`config.mk`:
```
export PLATFORM = sky130hd
export DESIGN_NAME = rtc_status_reg
export DESIGN_NICKNAME = d
export VERILOG_FILES = /design/src/rtl/rtc_stat_pkg.sv /design/src/rtl/stat_upd_sched.sv /design/src/rtl/stat_alarm_flag.sv /design/src/rtl/stat_bus_if.sv /design/src/rtl/rtc_status_reg.sv
export SDC_FILE = /design/constraint.sdc
export NUM_CORES = 1
export LEC_CHECK = 0
export ABC_CLOCK_PERIOD_IN_PS = 4500
export BUFFER_PORTS_ARGS = -buffer_cell sky130_fd_sc_hd__clkbuf_2
export CORE_AREA = 4 4 41 43
export DETAILED_ROUTE_END_ITERATION = 16
export DIE_AREA = 0 0 45 47
export HOLD_SLACK_MARGIN = 0.12
export MAX_ROUTING_LAYER = met4
export PLACE_DENSITY = 0.75
export SLEW_MARGIN = 20
export SYNTH_ARGS = -nofsm -noshare
export SYNTH_HDL_FRONTEND = slang
export SYNTH_HIERARCHICAL = 1
export SYNTH_SLANG_ARGS = --single-unit
```
`constraint.sdc`:
```
create_clock -name clk -period 4.5 [get_ports clk]
set_input_delay 0.675 -clock clk [delete_from_list [all_inputs] [get_ports clk]]
set_output_delay 0.675 -clock clk [all_outputs]
set_load 0.03 [all_outputs]
```
`src/rtl/rtc_stat_pkg.sv`:
```
package rtc_stat_pkg;
  localparam int BIT_PEND = 7;
  localparam int BIT_LOWB = 6;
  localparam int BIT_ALRM = 0;

  typedef struct packed {
    logic pend;
    logic lowb;
    logic alrm;
  } stat_flags_t;

  function automatic logic [7:0] pack_status(input stat_flags_t f);
    logic [7:0] b;
    b = 8'h00;
    b[BIT_PEND] = f.pend;
    b[BIT_LOWB] = f.lowb;
    b[BIT_ALRM] = f.alrm;
    return b;
  endfunction
endpackage

```
`src/rtl/stat_upd_sched.sv`:
```
module stat_upd_sched #(
  parameter int PERIOD_TICKS = 32,
  parameter int LEAD_TICKS   = 8
) (
  input  logic clk,
  input  logic rst,
  input  logic tick_i,
  output logic pend_o,
  output logic upd_o
);
  localparam int CNT_W = (PERIOD_TICKS > 1) ? $clog2(PERIOD_TICKS) : 1;
  localparam logic [CNT_W-1:0] LAST = CNT_W'(PERIOD_TICKS - 1);
  localparam logic [CNT_W-1:0] RISE = CNT_W'(PERIOD_TICKS - 1 - LEAD_TICKS);

  logic [CNT_W-1:0] cnt;

  always_ff @(posedge clk) begin
    if (rst) begin
      cnt    <= '0;
      pend_o <= 1'b0;
      upd_o  <= 1'b0;
    end else begin
      upd_o <= 1'b0;
      if (tick_i) begin
        if (cnt == LAST) begin
          cnt    <= '0;
          upd_o  <= 1'b1;
          pend_o <= 1'b0;
        end else begin
          cnt <= cnt + 1'b1;
          if (cnt == RISE) pend_o <= 1'b1;
        end
      end
    end
  end

  AST_UPD_CLEARS_PEND: assert property (@(posedge clk) disable iff (rst)
    upd_o |-> !pend_o);
  AST_UPD_AFTER_LEAD: assert property (@(posedge clk) disable iff (rst)
    (tick_i && cnt == LAST) |-> pend_o);
endmodule

```
`src/rtl/stat_alarm_flag.sv`:
```
module stat_alarm_flag (
  input  logic clk,
  input  logic rst,
  input  logic match_i,
  input  logic clr_i,
  input  logic ie_i,
  output logic flag_o,
  output logic irq_o
);
  always_ff @(posedge clk) begin
    if (rst) begin
      flag_o <= 1'b0;
      irq_o  <= 1'b0;
    end else begin
      if (match_i)    flag_o <= 1'b1;
      else if (clr_i) flag_o <= 1'b0;
      irq_o <= flag_o & ie_i;
    end
  end

  AST_MATCH_SETS: assert property (@(posedge clk) disable iff (rst)
    match_i |=> flag_o);
  AST_ACCESS_CLEARS: assert property (@(posedge clk) disable iff (rst)
    (clr_i && !match_i) |=> !flag_o);
  AST_NO_IRQ_IDLE: assert property (@(posedge clk) disable iff (rst)
    !flag_o |=> !irq_o);
endmodule

```
`src/rtl/stat_bus_if.sv`:
```
module stat_bus_if
  import rtc_stat_pkg::*;
#(
  parameter int ADDR_W    = 4,
  parameter int STAT_ADDR = 13,
  parameter int ALM_BASE  = 8,
  parameter int ALM_NUM   = 3
) (
  input  logic              clk,
  input  logic              rst,
  input  logic              en_i,
  input  logic              wr_i,
  input  logic [ADDR_W-1:0] addr_i,
  input  stat_flags_t       flags_i,
  output logic              alm_acc_o,
  output logic [7:0]        rd_data_o
);
  logic [ALM_NUM-1:0] alm_hit;

  for (genvar g = 0; g < ALM_NUM; g++) begin : g_alm_dec
    assign alm_hit[g] = (addr_i == ADDR_W'(ALM_BASE + g));
  end

  assign alm_acc_o = en_i & (|alm_hit);

  logic rd_stat;
  assign rd_stat = en_i & ~wr_i & (addr_i == ADDR_W'(STAT_ADDR));

  always_ff @(posedge clk) begin
    if (rst) rd_data_o <= 8'h00;
    else     rd_data_o <= rd_stat ? pack_status(flags_i) : 8'h00;
  end

  AST_IDLE_READS_ZERO: assert property (@(posedge clk) disable iff (rst)
    !en_i |=> (rd_data_o == 8'h00));
endmodule

```
`src/rtl/rtc_status_reg.sv`:
```
module rtc_status_reg
  import rtc_stat_pkg::*;
#(
  parameter int ADDR_W       = 4,
  parameter int STAT_ADDR    = 13,
  parameter int ALM_BASE     = 8,
  parameter int ALM_NUM      = 3,
  parameter int PERIOD_TICKS = 32,
  parameter int LEAD_TICKS   = 8
) (
  input  logic              clk,
  input  logic              rst,
  input  logic              tick_i,
  input  logic              lowbat_i,
  input  logic              alarm_match_i,
  input  logic              alarm_ie_i,
  input  logic              acc_en_i,
  input  logic              acc_wr_i,
  input  logic [ADDR_W-1:0] acc_addr_i,
  output logic [7:0]        rd_data_o,
  output logic              irq_o,
  output logic              adc_upd_o
);
  logic        pend, alm_flag, alm_acc, lowb_q;
  stat_flags_t flags;

  always_ff @(posedge clk) lowb_q <= lowbat_i;

  stat_upd_sched #(.PERIOD_TICKS(PERIOD_TICKS), .LEAD_TICKS(LEAD_TICKS)) i_sched (
    .clk(clk), .rst(rst), .tick_i(tick_i), .pend_o(pend), .upd_o(adc_upd_o));

  stat_alarm_flag i_alarm (
    .clk(clk), .rst(rst), .match_i(alarm_match_i), .clr_i(alm_acc),
    .ie_i(alarm_ie_i), .flag_o(alm_flag), .irq_o(irq_o));

  assign flags = '{pend: pend, lowb: lowb_q, alrm: alm_flag};

  stat_bus_if #(.ADDR_W(ADDR_W), .STAT_ADDR(STAT_ADDR), .ALM_BASE(ALM_BASE),
                .ALM_NUM(ALM_NUM)) i_bus (
    .clk(clk), .rst(rst), .en_i(acc_en_i), .wr_i(acc_wr_i), .addr_i(acc_addr_i),
    .flags_i(flags), .alm_acc_o(alm_acc), .rd_data_o(rd_data_o));

  AST_RESET_QUIET: assert property (@(posedge clk)
    rst |=> (!irq_o && !adc_upd_o && rd_data_o == 8'h00));
endmodule

```
==> results.md, run 1 <==
- Clk slew on worst S/H paths: 0.07 ns
- Clk pwr share: 0.337
- Buffer count from post-CTS setup fixing: 0
- CP startpoint: i_sched/cnt[0]
- Commonest non-fill, non-tap cells in the layout: 16 x clkbuf_2, 13 x dfxtp_1, 5 x nand2_1, 5 x conb_1
- Largest net degree at the start of global routing: 12
- Global routing usage on met2: 0.1384
- Crit path max fanout: 6
- CTS tree: done
- R2R Setup Slk: 2.92 ns
- Yosys reg bits: 13
- GR peak layer: met2
- Final setup viols: 0
- Clock Path Buffers: 2
- Vias in the first global route: 333
- Worst setup SP type: flip-flop
- Worst hold start: lowb_q
- Final instance area: 656.9 µm²
- Drt via density: 4.978
- Die height: 47 µm
- Clk_lat worst skew: 0.28 ns
- Worst Hold Class: reg2reg
- Yosys cell types: 24
- Status: finished clean
- Psw: 53.74 µW
- Worst path slowest cell: or3b_1
- Worst-case vdd ir drop: 0.0001751 V
- GPL Wtd Cong: 0.7315
- WL final: 909 µm
- CTS Sinks: 13
- Pwr Density: 326.3 nW/µm²
- Sequential area share after synthesis: 0.4602
- Final Hold Fails: 0
- Synth Cell Area: 565.5 µm²
- Hold-fix buffers at CTS: 0
- WS Path Type: reg2reg
- Cts bufs inserted: 3
- Wire per inst: 9.989 µm
- Cell Int Power: 160.6 µW
- Final nets: 91
- Share of layout cells above drive strength 1: 0.2895
- Number of remaining DRC errors: 0
- Post-route setup TNS: 0 ns
- First-pass GRT wire length: 1.304 mm
- # IOs: 22
- Worst reg2reg startpoint: i_sched/cnt[0]
- Root Driver: clkbuf_4
- Max_cap viols: 0
- Grt total ovfl: 0
- Dpl cells: 87
- Critical Path Sink Type: flip-flop
- Most used cell along the critical path: ha_1
- GR Util All Layers: 0.09091
- Final ANT Viol Nets: 0
- Buffers on Ports: 16
- Die ar.: 2115 µm²
- Period utilization: 0.3518
- FMAX: 631.7 MHz
- Area grow syn2layout: 16.15%
- Placed Area: 630.6 µm²
- Core ar.: 1301 µm²
- Hold Path Sink: i_bus/rd_data_o[6]
- Unrepaired setup endpoints after global routing: false
- Met3 Resource Use GR: 0.06130
- Max-slew violations: 0
- FF-to-FF End: i_sched/cnt[0]
- Drt pass-1 iters: 4
- Worst r2r path cells: 5
- Final WS setup: 2.917 ns
- Avg Inst Size Synth: 9.751 µm²
- M1 GR Usage: 0.09195
- Initial Utilization: 0.4346
- Antenna violations before repair: 0
- Antenna Cells: 0
- Vias: 453
- Min-Delay Path Depth: 2
- Leakage: 0.0003089 µW
- CP cell instances: ha_1, and3_1, ha_1, or3b_1, a21oi_1
- Reg power frac: 0.560
- Crit-path max cell delay: 0.36 ns
- Gate power share: 0.103
- DR iter-0 viols: 11
- Die X-Extent: 45 µm
- CP arrival: 1.80 ns
- Worst slack, placed: 2.935 ns
- Final core area utilization: 0.5048
- Worst Skew: 0.001481 ns
- Total number of yosys warnings: 6
- Most common cell after layout, fill and taps aside: clkbuf_2
- Non-Filler Instances: 91
- Mapped Cells: 58
- Shortest period the worst path allows: 1.583 ns
- Row cnt: 13
- H-Tree Depth: 1
- Sw frac: 0.2508
- Worst EP required: 4.71 ns
- CTS resizes: 0
[cell usage after synthesis, drive strengths merged]
| cell type | count | share of area |
|---|---|---|
| dfxtp | 13 | 0.46 |
| buf | 6 | 0.086 |
| a21oi | 5 | 0.051 |
| nand2 | 5 | 0.033 |
| nor2 | 4 | 0.027 |
| nand2b | 3 | 0.033 |
| nor3 | 3 | 0.027 |
| a211oi | 2 | 0.027 |
| ha | 2 | 0.044 |
| mux2i | 2 | 0.035 |
| nand4 | 2 | 0.022 |
| and3 | 1 | 0.011 |
| and3b | 1 | 0.015 |
| and4b | 1 | 0.018 |
| and4bb | 1 | 0.022 |
| conb | 1 | 0.0066 |
| inv | 1 | 0.0066 |
| nand3 | 1 | 0.0088 |
| nand4bb | 1 | 0.020 |
| nor3b | 1 | 0.022 |
| o21ai | 1 | 0.0088 |
| or3b | 1 | 0.015 |
[how the worst max path moves through the flow]
stage                     cells after the start              to  slack, ns
after floorplan                               5  i_sched/cnt[0]       3.03
after global placement                        5  i_sched/cnt[0]       2.99
after detailed placement                      5  i_sched/cnt[0]       2.93
after CTS                                     5  i_sched/cnt[0]       2.92
after global routing                          5  i_sched/cnt[0]       2.85
final                                         5  i_sched/cnt[0]       2.92
[per-layer routing]
metal | vias up | wire [µm] | part of all wire
met5 | - | 0 | 0
met4 | 0 | 17 | 0.019
met3 | 2 | 131 | 0.14
met2 | 20 | 395 | 0.43
met1 | 200 | 366 | 0.40
li1 | 231 | - | -
[final cells by class]
cell class                      instances  area, µm²
Clock buffer                            4      26.28
Fill cell                             130      644.4
Inverter                                1      3.754
Multi-Input combinational cell         42      267.8
Sequential cell                        13      260.3
Tap cell                               15      18.77
Timing Repair Buffer                   16      80.08
[state kept, by name, summed over array words and instances (netlist names)]
name             cells
i_sched/pend_o       1
i_bus/rd_data_o      3
i_sched/upd_o        1
i_alarm/irq_o        1
i_alarm/flag_o       1
i_sched/cnt          5
lowb_q               1
[worst max-delay path, delay by kind of cell (launching register included)]
kind	cells	cell delay (ns)
AND/OR/NAND/NOR	2	0.55
AO/OA/AOI/OAI	1	0.15
flip-flops	1	0.35
adder cells (fa/ha/maj)	2	0.48
[kinds of logic after synthesis]
family,share of synthesized area
and+or+nand+nor,0.2743
DFF,0.4602
muxes,0.03540
AOI/OAI and AO/OA,0.08627
adders and majority gates,0.04424
other,0.006631
buffers and inverters,0.09292
[power by group through the flow]
stage               Clock (µW)  Combinational, µW  Sequential [µW]
detailed placement           0               22.0              123
floorplan                    0               17.7              123
global placement             0               21.7              123
finish                    72.2               22.2              120
global route              81.4               24.2              120
CTS                       76.0               22.1              120
[stage by stage]
| stage | total power [µW] | hold slack, ns |
|---|---|---|
| after detailed placement | 144.8 | 0.4171 |
| after floorplan | 140.7 | 0.4065 |
| after CTS | 218.2 | 0.4288 |
| after global routing | 226.0 | 0.4534 |
| after global placement | 144.3 | 0.4151 |
| final | 214.3 | 0.4247 |
Power figures use the tool's default switching activity.
==> inputs of run 2 (changes only) <==
--- a/config.mk
+++ b/config.mk
@@ -5,7 +5,7 @@
 export SDC_FILE = /design/constraint.sdc
 export NUM_CORES = 1
 export LEC_CHECK = 0
-export ABC_CLOCK_PERIOD_IN_PS = 4500
+export ABC_CLOCK_PERIOD_IN_PS = 1500
 export BUFFER_PORTS_ARGS = -buffer_cell sky130_fd_sc_hd__clkbuf_2
 export CORE_AREA = 4 4 41 43
 export DETAILED_ROUTE_END_ITERATION = 16
==> constraint.sdc (replaced) <==
create_clock -name clk -period 1.5 [get_ports clk]
set_input_delay 0.225 -clock clk [delete_from_list [all_inputs] [get_ports clk]]
set_output_delay 0.225 -clock clk [all_outputs]
set_load 0.03 [all_outputs]
==> run 2 against run 1 <==
Against the previous run: clock power grew to 2.9 times the previous value; flip-flop and latch count is the same; critical path type unchanged; routed wire length grew 13%; maximum frequency grew 10%; hold slack lost 0.25 ns; register-to-register slack lost 2.9 ns; largest cell class unchanged.
==> results.md, run 2 (synthesized netlist as in run 1, its figures left out) <==
- CTS Sinks: 13 (unchanged)
- Leakage: 0.0003160 µW (+2.3%)
- Critical Path End: i_sched/cnt[0]
- DR iter-0 viols: 5 (-6)
- Final core area utilization: 0.5423 (+0.03750)
- Drt pass-1 iters: 4 (unchanged)
- Antenna violations before repair: 0 (unchanged)
- Biggest regs: i_sched/cnt x5, i_bus/rd_data_o x3
- Pwr Density: 911.5 nW/µm² (+180%)
- Largest net degree at the start of global routing: 12 (unchanged)
- Final setup viols: 0 (unchanged)
- Die ar.: 2115 µm² (unchanged)
- Worst r2r path cells: 5 (unchanged)
- Grt total ovfl: 0 (unchanged)
- Buffer count from post-CTS setup fixing: 0 (unchanged)
- CP arrival: 1.65 ns (-0.15 ns)
- Max-slew violations: 0 (unchanged)
- Vias in the first global route: 449 (+35%)
- GR Util All Layers: 0.1157 (+0.02476)
- Worst Skew: 0.003128 ns (+0.001647 ns)
- Hold WS: 0.1780 ns (-0.2468 ns)
- Antenna Cells: 0 (unchanged)
- Commonest non-fill, non-tap cells in the layout: 16 x clkbuf_2, 13 x dfxtp_1, 5 x nand2_1, 5 x conb_1, 4 x nor2_1
- Buffers on Ports: 16 (unchanged)
- Final ANT Viol Nets: 0 (unchanged)
- Max reg flops: 5 (unchanged)
- FMAX: 694.7 MHz (+10%)
- Worst setup SP type: flip-flop
- Final HPWL DP: 789.8 µm
- Critical Path Sink Type: flip-flop
- Crit path max fanout: 6 (unchanged)
- H-Tree Depth: 1 (unchanged)
- CTS tree: done
- First-pass GRT wire length: 1.731 mm (+33%)
- Final nets: 94 (+3.3%)
- Worst Hold Class: in2reg
- Status: finished clean
- CP startpoint: i_sched/cnt[0]
- Most common cell after layout, fill and taps aside: clkbuf_2
- Clk_lat worst skew: 0.27 ns (about the same)
- Row cnt: 13 (unchanged)
- Core ar.: 1301 µm² (unchanged)
- Die height: 47 µm (unchanged)
- # IOs: 22 (unchanged)
- FF-to-FF End: i_sched/cnt[0]
- Area grow syn2layout: 24.78%
- Root Driver: clkbuf_4
- Drt via density: 4.830 (-3.0%)
- Clock Path Buffers: 2 (unchanged)
- GPL Wtd Cong: 0.7710 (+5.4%)
- Worst EP required: 1.71 ns (-3.00 ns)
- Wire per inst: 10.94 µm (+9.5%)
- Worst-case vdd ir drop: 0.0004748 V (+170%)
- Share of layout cells above drive strength 1: 0.3544 (+0.06496)
- Biggest register: i_sched/cnt
- Cts bufs inserted: 3 (unchanged)
- Die X-Extent: 45 µm (unchanged)
- Initial Utilization: 0.4346 (unchanged)
- WL final: 1.028 mm (+13%)
- Clk slew on worst S/H paths: 0.08 ns (about the same)
- Shortest period the worst path allows: 1.440 ns (-0.1436 ns)
- Number of remaining DRC errors: 0 (unchanged)
- Max_cap viols: 0 (unchanged)
- Vias: 454 (+0.22%)
- Period utilization: 0.9597 (+0.6079)
- Worst reg2reg startpoint: i_sched/cnt[0]
- Final Hold Fails: 0 (unchanged)
- R2R Setup Slk: 0.06 ns (-2.86 ns)
- WS Path Type: reg2reg
- Unrepaired setup endpoints after global routing: false
run 2: critical path: stages (launching register included):
cell and delay (ns):
dfxtp_1 0.32, ha_2 0.20, and3_4 0.18, ha_4 0.17, or3b_1 0.37, a21oi_2 0.14
run 2: worst min path at each step:
stage / cells after the start / end / startpoint / slack, ns
6_report: 3 / i_alarm/flag_o / alarm_match_i / 0.18
3_3_place_gp: 1 / lowb_q / lowbat_i / 0.33
5_1_grt: 3 / i_alarm/flag_o / alarm_match_i / 0.17
2_1_floorplan: 0 / lowb_q / lowbat_i / 0.25
4_1_cts: 3 / i_alarm/flag_o / alarm_match_i / 0.17
3_5_place_dp: 1 / lowb_q / lowbat_i / 0.33
run 2: report_power, final:
group | internal [µW] | switching (µW) | total (µW)
Clock | 103 | 103 | 206
Combinational | 31.8 | 47.6 | 79.4
Sequential | 354 | 4.46 | 358
Total | 488 | 155 | 643
run 2: area by class of cell:
type / count / area [µm²]
multi-input cells: 42 / 291.5
flip-flops and latches: 13 / 260.3
repair buffers: 19 / 105.1
fillers: 137 / 595.6
well taps: 15 / 18.77
clock buffers: 4 / 26.28
inverters: 1 / 3.754
run 2: repair_timing:
action / in CTS / in global routing
endpoints found under the hold margin: 1 / 0
hold buffers: 1 / 0
setup endpoints to repair: 1 / 2
gates resized for setup: 1 / 4
run 2: metal layers:
layer | share of wire | track usage
met5 | 0 | -
met4 | 0 | 0.05263
met3 | 0.089 | 0.03448
met2 | 0.52 | 0.2034
met1 | 0.39 | 0.1178
run 2: stage by stage:
stage / instances / worst slack (ns) / setup TNS (ns) / power, µW / instance area (µm²)
6_report: 94 / 0.06048 / 0 / 643.3 / 705.7
4_1_cts: 94 / 0.006948 / 0 / 657.9 / 684.4
5_1_grt: 94 / 0.001362 / 0 / 688.8 / 705.7
3_5_place_dp: 89 / -0.02179 / -0.02179 / 441.3 / 645.6
3_3_place_gp: 89 / 0.02220 / 0 / 439.1 / 645.6
2_1_floorplan: 62 / 0.02831 / 0 / 422.2 / 580.6
